$ cat config.mk
export PLATFORM = sky130hd
export DESIGN_NAME = disk_switch_ctrl
export DESIGN_NICKNAME = d
export VERILOG_FILES = /design/src/rtl/dsk_pkg.sv /design/src/rtl/dsk_decode.sv /design/src/rtl/dsk_ctrl_regs.sv /design/src/rtl/dsk_data_latch.sv /design/src/rtl/disk_switch_ctrl.sv
export SDC_FILE = /design/constraint.sdc
export NUM_CORES = 1
export LEC_CHECK = 0
export BUFFER_PORTS_ARGS = -buffer_cell sky130_fd_sc_hd__buf_2
export CAP_MARGIN = 20
export CORE_MARGIN = 3
export CORE_UTILIZATION = 45
export CTS_BUF_LIST = sky130_fd_sc_hd__clkbuf_16
export CTS_CLUSTER_DIAMETER = 80
export DETAILED_ROUTE_END_ITERATION = 10
export HOLD_SLACK_MARGIN = 0.03
export PLACE_DENSITY_LB_ADDON = 0.25
export SYNTH_ARGS = -nofsm -noshare
export SYNTH_HDL_FRONTEND = slang
export SYNTH_HIERARCHICAL = 1
export SYNTH_SLANG_ARGS = --single-unit
export TNS_END_PERCENT = 100
$ cat constraint.sdc
create_clock -name clk -period 1.3 [get_ports clk]
set_input_delay 0.13 -clock clk [delete_from_list [all_inputs] [get_ports clk]]
set_output_delay 0.13 -clock clk [all_outputs]
set_load 0.01 [all_outputs]
$ cat src/rtl/dsk_pkg.sv
package dsk_pkg;
  localparam int DSK_DW     = 8;
  localparam int DSK_NPH    = 4;
  localparam int DSK_PIDX_W = $clog2(DSK_NPH);
  localparam int DSK_OFS_W  = DSK_PIDX_W + 2;

  // offset[3:1] groups above the stepper range
  localparam logic [2:0] GRP_MOTOR = 3'b100;
  localparam logic [2:0] GRP_DRIVE = 3'b101;
  localparam logic [2:0] GRP_DATA  = 3'b110;
  localparam logic [2:0] GRP_MODE  = 3'b111;

  typedef struct packed {
    logic                  phase_we;
    logic [DSK_PIDX_W-1:0] phase_idx;
    logic                  motor_we;
    logic                  drive_we;
    logic                  mode_we;
    logic                  level;
    logic                  strobe;
    logic                  latch_ld;
    logic                  rd_shift;
    logic                  rd_latch;
  } dsk_act_t;
endpackage

$ cat src/rtl/dsk_decode.sv
module dsk_decode
  import dsk_pkg::*;
(
  input  logic                 sel,
  input  logic                 wr,
  input  logic [DSK_OFS_W-1:0] offset,
  output dsk_act_t             act
);
  logic [2:0] grp;

  always_comb begin
    grp          = offset[3:1];
    act          = '0;
    act.level    = offset[0];
    act.phase_idx = offset[2:1];
    if (sel) begin
      if (!offset[3]) begin
        act.phase_we = 1'b1;
      end else begin
        unique case (grp)
          GRP_MOTOR: act.motor_we = 1'b1;
          GRP_DRIVE: act.drive_we = 1'b1;
          GRP_MODE:  act.mode_we  = 1'b1;
          GRP_DATA: begin
            if (!offset[0]) begin
              act.strobe   = 1'b1;
              act.rd_shift = !wr;
            end else begin
              act.latch_ld = wr;
              act.rd_latch = !wr;
            end
          end
          default: ;
        endcase
      end
    end
  end
endmodule

$ cat src/rtl/dsk_ctrl_regs.sv
module dsk_ctrl_regs
  import dsk_pkg::*;
(
  input  logic               clk,
  input  logic               rst_n,
  input  dsk_act_t           act,
  output logic [DSK_NPH-1:0] phase,
  output logic               motor_on,
  output logic               drive_sel,
  output logic               write_mode
);
  logic [DSK_NPH-1:0] phase_d;
  logic               motor_d, drive_d, mode_d;

  generate
    for (genvar i = 0; i < DSK_NPH; i++) begin : g_phase
      logic hit;
      always_comb begin
        hit        = act.phase_we && (act.phase_idx == DSK_PIDX_W'(i));
        phase_d[i] = hit ? act.level : phase[i];
      end
      always_ff @(posedge clk or negedge rst_n) begin
        if (!rst_n)   phase[i] <= 1'b0;
        else if (hit) phase[i] <= phase_d[i];
      end
    end
  endgenerate

  always_comb begin
    motor_d = act.motor_we ? act.level : motor_on;
    drive_d = act.drive_we ? act.level : drive_sel;
    mode_d  = act.mode_we  ? act.level : write_mode;
  end

  always_ff @(posedge clk or negedge rst_n) begin
    if (!rst_n) begin
      motor_on   <= 1'b0;
      drive_sel  <= 1'b0;
      write_mode <= 1'b0;
    end else begin
      if (act.motor_we) motor_on   <= motor_d;
      if (act.drive_we) drive_sel  <= drive_d;
      if (act.mode_we)  write_mode <= mode_d;
    end
  end
endmodule

$ cat src/rtl/dsk_data_latch.sv
module dsk_data_latch
  import dsk_pkg::*;
(
  input  logic              clk,
  input  logic              rst_n,
  input  dsk_act_t          act,
  input  logic [DSK_DW-1:0] wdata,
  input  logic [DSK_DW-1:0] shift_data,
  output logic [DSK_DW-1:0] rdata
);
  logic [DSK_DW-1:0] latch_q, latch_d;

  always_comb begin
    latch_d = act.latch_ld ? wdata : latch_q;
    if (act.rd_shift)      rdata = shift_data;
    else if (act.rd_latch) rdata = latch_q;
    else                   rdata = '0;
  end

  always_ff @(posedge clk or negedge rst_n) begin
    if (!rst_n)            latch_q <= '0;
    else if (act.latch_ld) latch_q <= latch_d;
  end
endmodule

$ cat src/rtl/disk_switch_ctrl.sv
module disk_switch_ctrl
  import dsk_pkg::*;
(
  input  logic                 clk,
  input  logic                 rst_n,
  input  logic                 sel,
  input  logic                 wr,
  input  logic [DSK_OFS_W-1:0] offset,
  input  logic [DSK_DW-1:0]    wdata,
  input  logic [DSK_DW-1:0]    shift_data,
  output logic [DSK_DW-1:0]    rdata,
  output logic                 shift_strobe,
  output logic [DSK_NPH-1:0]   phase,
  output logic                 motor_on,
  output logic                 drive_sel,
  output logic                 write_mode
);
  logic [1:0] rst_pipe;
  logic       rst_sync_n;
  dsk_act_t   act;

  always_ff @(posedge clk or negedge rst_n) begin
    if (!rst_n) rst_pipe <= 2'b00;
    else        rst_pipe <= {rst_pipe[0], 1'b1};
  end
  assign rst_sync_n = rst_pipe[1];

  dsk_decode u_dec (.sel(sel), .wr(wr), .offset(offset), .act(act));

  dsk_ctrl_regs u_regs (
    .clk(clk), .rst_n(rst_sync_n), .act(act),
    .phase(phase), .motor_on(motor_on), .drive_sel(drive_sel),
    .write_mode(write_mode)
  );

  dsk_data_latch u_lat (
    .clk(clk), .rst_n(rst_sync_n), .act(act), .wdata(wdata),
    .shift_data(shift_data), .rdata(rdata)
  );

  assign shift_strobe = act.strobe;
endmodule

==> results of run 1 <==
-- repair_timing --
item,CTS,global route
resized for setup,2,1
setup endpoints to repair,4,7
hold buffers,1,0
pin swaps,1,1
hold endpoints to repair,2,0
-- flip-flops by register name (all words and copies together) (netlist names) --
signal	cells
u_regs/write_mode	1
u_regs/motor_on	1
rst_pipe	2
u_lat/latch_q	8
u_regs/phase	4
u_regs/drive_sel	1
-- power by group through the flow --
| stage | combinational (mW) | clock [mW] | sequential (mW) |
|---|---|---|---|
| 3_3_place_gp | 0.273 | 0 | 0.694 |
| 4_1_cts | 0.290 | 0.605 | 0.692 |
| 3_5_place_dp | 0.282 | 0 | 0.699 |
| 6_report | 0.289 | 0.587 | 0.690 |
| 5_1_grt | 0.310 | 0.639 | 0.707 |
| 2_1_floorplan | 0.142 | 0 | 0.710 |
-- stage by stage --
| step | setup WS [ns] | area [um^2] |
|---|---|---|
| after floorplan | 0.274 | 870 |
| after global placement | 0.00728 | 1110 |
| after detailed placement | -0.0203 | 1110 |
| after CTS | 0.00251 | 1210 |
| after global routing | -0.0480 | 1220 |
| final | 0.0168 | 1220 |
-- worst max path at each step --
stage,endpoint,depth (start not counted)
2_1_floorplan,rdata[0],4
3_3_place_gp,rdata[0],6
3_5_place_dp,rdata[3],6
4_1_cts,rdata[3],6
5_1_grt,rdata[3],6
6_report,rdata[3],6
-- layout make-up --
| type | count | area (um^2) | area share [%] |
|---|---|---|---|
| Clock inverter | 1 | 3.75 | 0.309 |
| Clock buffer | 3 | 75.1 | 6.17 |
| Timing Repair Buffer | 47 | 264 | 21.7 |
| Sequential cell | 17 | 425 | 35.0 |
| Multi-Input combinational cell | 45 | 417 | 34.3 |
| Tap cell | 25 | 31.3 | 2.57 |
-- routing by layer --
| metal | track usage [%] | share of wire, % |
|---|---|---|
| met1 | 17.6 | 39 |
| met2 | 26.9 | 54 |
| met3 | 4.23 | 6.7 |
| met4 | 8.29 | 0 |
| met5 | 0 | 0 |
-- cells in the mapped netlist --
master     n
dfrtp_1   17
mux2_4     8
nand2_1    7
a22o_1     6
mux2_2     5
buf_4      3
nor2_1     3
mux2_1     2
nand3b_1   2
nor3_1     2
nor3b_2    2
o21ai_0    2
and2b_4    1
buf_2      1
buf_6      1
conb_1     1
nand3_1    1
nand4b_4   1
nor2b_1    1
nor3b_1    1
-- logic make-up (layout without fill, tap and decap cells) --
family                 after synthesis  after routing  share of synthesized area (%)
and+or+nand+nor                     21             21                           16.1
AOI/OAI and AO/OA                    8              8                           7.19
other                                1              1                          0.431
DFF                                 17             17                           48.9
muxes                               15             15                           22.9
buffers and inverters                5             51                           4.46
==> impl_metrics.toml, run 1 <==
[status]
outcome = "finished clean"

[worst_setup_path]
startpoint = "offset[1]"
startpoint_type = "input port"
ff2ff_path_depth = 1
cp_num_buf_inv = 2
cp_max_fo = 6
cp_cell_sequence = "buf_6 > nand4b_4 > nor3b_4 > and2b_4 > a22o_1 > buf_2"
max_stage_delay_ns = 0.24
worst_r2r_endpoint = "u_lat/latch_q[3]"
path_delay_family = "simple AND/OR/NAND/NOR gates"
cp_data_arrival_time_ns = 1.15
r2r_setup_slack_ns = 0.52
slowest_stage = "nor3b_4"
critPathKind = "input port to primary output"
crit_required_ns = 1.17
cp-end-kind = "primary output"
regToRegStartpoint = "u_lat/latch_q[3]"

[placement]
routabilityCongestion = 0.724
io_buffers = 39
place_inst = 133
dp_hpwl_um = 1400

[detailed_routing]
vias_per_cell = 4.88
num_vias = 674
drtIter0Drc = 2
ant_nets = 0
routedWlPerCell_um = 13.0
drt_wl_total_um = 1800
drc = 0
firstDrtPassIters = 4

[yosys]
synth-seq-area-share_pct = 48.9
syn-num-nets = 91
synth_top_area_share_pct = 48.9
ys_warn_count = 6
synthCells = 67
avgSynthCellArea_um2 = 13.0
syn_area_um2 = 870
synthTopCellsByArea = "dfrtp_1, mux2_4, mux2_2, a22o_1, nand2_1"
ys_ff_latch = 17
synth_area_leader_cell = "dfrtp_1"
synth_cell_types = 20

[die]
design.die.area_mm2 = 0.00250
pin_count = 40
initial_core_util_pct = 48.8
core_mm2 = 0.00178
fp.dieH_um = 50.0
rows = 15
fp.dieW_um = 50.0

[global_routing]
grt_max_degree = 16
grt_pass1_vias = 696
overflow = 0
grt_usage_pct = 15.7
antenna_found_initial = 0
grt_pass1_wl_um = 3000

[timing]
setup_violations = 0
tightest_slew_ns = 0.577
hold_violations = 0
slew_violations = 0
fin_hold_ws_ns = 0.113
skew_ns = 0.00285
finalCriticalPeriod_ns = 1.28
worst_slew_margin_rel_pct = 61.6
max_freq_mhz = 779
finalSetupTns_ns = 0
fin_crit_sh_pct = 98.7
rsz0062_at_grt = "yes"

[cells_and_area]
most-common-layout-cells = "buf_2, dfrtp_1, mux2_4, buf_4, nand2_1"
utilization_pct = 68.2
nets = 138
num-fill-cells = 138
stdcell_count = 138
final_common_cell = "buf_2"
num_antenna_cells = 0
drive_gt1_share_pct = 59.3
areaGrowthSynthToFinish_pct = 39.9

[clock_network]
tritoncts = "done"
clock-sinks = 17
post_cts_buffers = 0
htreeDepth = 1
clk_latency_ns = 0.24
cts_buffers = 3
root_buffer = "clkbuf_16"
clk_pin_slew_ns = 0.05
clk_path_buf_depth = 2

[min_path]
hold_start = "wdata[7]"
holdPathEnd = "u_lat/latch_q[7]"
holdCritPathClass = "input port to flop"
hold_depth = 2

[pwr]
leakagePower_nw = 0.622
pwr-share-seq_pct = 44.1
p_int_mw = 1.21
irDropWorstVdd_mv = 0.882
power-per-cell-area_mw_per_mm2 = 1290
p_comb_share_pct = 18.4
clockPowerShare_pct = 37.5
finalPower_mw = 1.57
sw_frac_of_total_pct = 22.4
p_switching_uw = 351

[flow_run]
cap_violations = 0
Power figures use the tool's default switching activity.
==> inputs of run 2 (changes only) <==
--- a/config.mk
+++ b/config.mk
@@ -13,7 +13,7 @@
 export CTS_CLUSTER_DIAMETER = 80
 export DETAILED_ROUTE_END_ITERATION = 10
 export HOLD_SLACK_MARGIN = 0.03
-export PLACE_DENSITY_LB_ADDON = 0.25
+export PLACE_DENSITY_LB_ADDON = 0.1
 export SYNTH_ARGS = -nofsm -noshare
 export SYNTH_HDL_FRONTEND = slang
 export SYNTH_HIERARCHICAL = 1
==> run 2 against run 1 <==
Clock skew fell by 0.0021 ns; worst setup slack better by 0.040 ns; first-iteration DRC count up 100%; global-route usage increased by 0.17 points; sequential cell count is the same; critical path depth did not move; clock power rose by 4.1%; final cell count fell by 0.72%; utilization fell by 0.35 points; via count decreased by 1.2%.
==> impl_metrics.toml, run 2 (synthesis results as in run 1) <==
[die]
fp.dieH_um = 50.0
fp.dieW_um = 50.0
initial_core_util_pct = 48.8
rows = 15
pin_count = 40
core_mm2 = 0.00178
design.die.area_mm2 = 0.00250

[cells_and_area]
most-common-layout-cells = "buf_2, dfrtp_1, mux2_4, nand2_1"
largestRegisters = "u_lat/latch_q: 8 flops, u_regs/phase: 4 flops, rst_pipe: 2 flops"
drive_gt1_share_pct = 59.8
largest_reg_flops = 8
top_register = "u_lat/latch_q"
stdcell_count = 137
areaGrowthSynthToFinish_pct = 39.1
final_common_cell = "buf_2"
fin_area_mm2 = 0.00121
num_antenna_cells = 0
nets = 137

[timing]
hold_violations = 0
worst_slew_margin_rel_pct = 60.3
fin_hold_ws_ns = 0.113
tightest_slew_ns = 0.595
slew_violations = 0
fin_crit_sh_pct = 95.7
setup_ws_ns = 0.0564
rsz0062_at_grt = "yes"
skew_ns = 0.000738
setup_violations = 0
finalCriticalPeriod_ns = 1.24
max_freq_mhz = 804

[clock_network]
htreeDepth = 1
clock-sinks = 17
cts_buffers = 3
clk_pin_slew_ns = 0.05
clk_path_buf_depth = 2
root_buffer = "clkbuf_16"
clk_latency_ns = 0.25
tritoncts = "done"

[pwr]
pwr-share-seq_pct = 43.5
leakagePower_nw = 0.614
clockPowerShare_pct = 38.5
power-per-cell-area_mw_per_mm2 = 1310
p_int_mw = 1.22
sw_frac_of_total_pct = 23.4
p_switching_uw = 372
p_comb_share_pct = 18.0
finalPower_mw = 1.59
irDropWorstVdd_mv = 1.22

[global_routing]
grt_most_used_layer = "met2"
antenna_found_initial = 0
use_met1_pct = 18.7
grt_use_met3_pct = 4.23
grt_pass1_vias = 630
grt_max_degree = 16
grt_usage_pct = 15.9
overflow = 0
grt_pass1_wl_um = 2900
grt.met2_usage_pct = 28.2

[worst_setup_path]
cp_data_arrival_time_ns = 1.11
cp-end-kind = "primary output"
startpoint_type = "input port"
cp_max_fo = 6
crit_required_ns = 1.17
critPathKind = "input port to primary output"

[flow_run]
cap_violations = 0

[placement]
dp_slack_ns = 0.00686
routabilityCongestion = 0.768
dp_hpwl_um = 1430
io_buffers = 39
place_inst = 132
dpl_cell_area_mm2 = 0.00110

[detailed_routing]
routedWlPerCell_um = 13.9
num_vias = 666
drc = 0
vias_per_cell = 4.86
ant_nets = 0
drtIter0Drc = 4
firstDrtPassIters = 3
drt_wl_total_um = 1900

[status]
outcome = "finished clean"

[min_path]
holdCritPathClass = "input port to flop"
-- run 2: final timing paths --
path,startpoint,cells past startpoint,slack [ns],endpoint
min in group asynchronous,rst_n,2,0.20,rst_pipe[0]
hold reg to reg,rst_pipe[1],0,0.24,u_regs/drive_sel
hold / removal,wdata[1],2,0.11,u_lat/latch_q[1]
setup / recovery,offset[1],6,0.06,rdata[1]
setup reg to reg,u_lat/latch_q[0],1,0.52,u_lat/latch_q[0]
max in group asynchronous,rst_pipe[1],0,0.67,u_lat/latch_q[3]
-- run 2: metal layers --
layer / wire [um] / part of all wire, % / up-vias
li1: - / - / 323
met1: 770 / 40 / 321
met2: 1020 / 53 / 20
met3: 97 / 5.1 / 2
met4: 18 / 0.95 / 0
met5: 0 / 0 / -
-- run 2: critical path: stages --
cell and delay [ns]:
buf_6 0.09, nand4b_4 0.20, nor3b_2 0.22, and2b_4 0.21
a22o_1 0.13, buf_2 0.12
-- run 2: stage by stage --
step / util (%) / TNS, ns
finish: 67.9 / 0
global route: 67.9 / -0.0931
CTS: 66.9 / 0
detailed placement: 61.8 / 0
global placement: 61.8 / 0
floorplan: - / 0
-- run 2: cell type report --
cell class	count	area [um^2]
clock inverter	1	5.00
clock buffer	3	75.1
tap	25	31.3
multi-input combinational	45	417
timing repair buffer	46	256
sequential	17	425
fill	152	573
-- run 2: power groups by stage --
| stage | registers [mW] | logic (mW) | clock network (mW) |
|---|---|---|---|
| after floorplan | 0.710 | 0.142 | 0 |
| after global placement | 0.695 | 0.271 | 0 |
| after detailed placement | 0.701 | 0.281 | 0 |
| after CTS | 0.693 | 0.286 | 0.631 |
| after global routing | 0.703 | 0.307 | 0.662 |
| final | 0.691 | 0.286 | 0.611 |
-- run 2: timing repair --
item | 4_1_cts | 5_1_grt
buffers inserted | 0 | 0
resized for setup | 0 | 4
hold buffers | 1 | 0
endpoints found under the setup margin | 0 | 8
hold endpoints to repair | 2 | 0
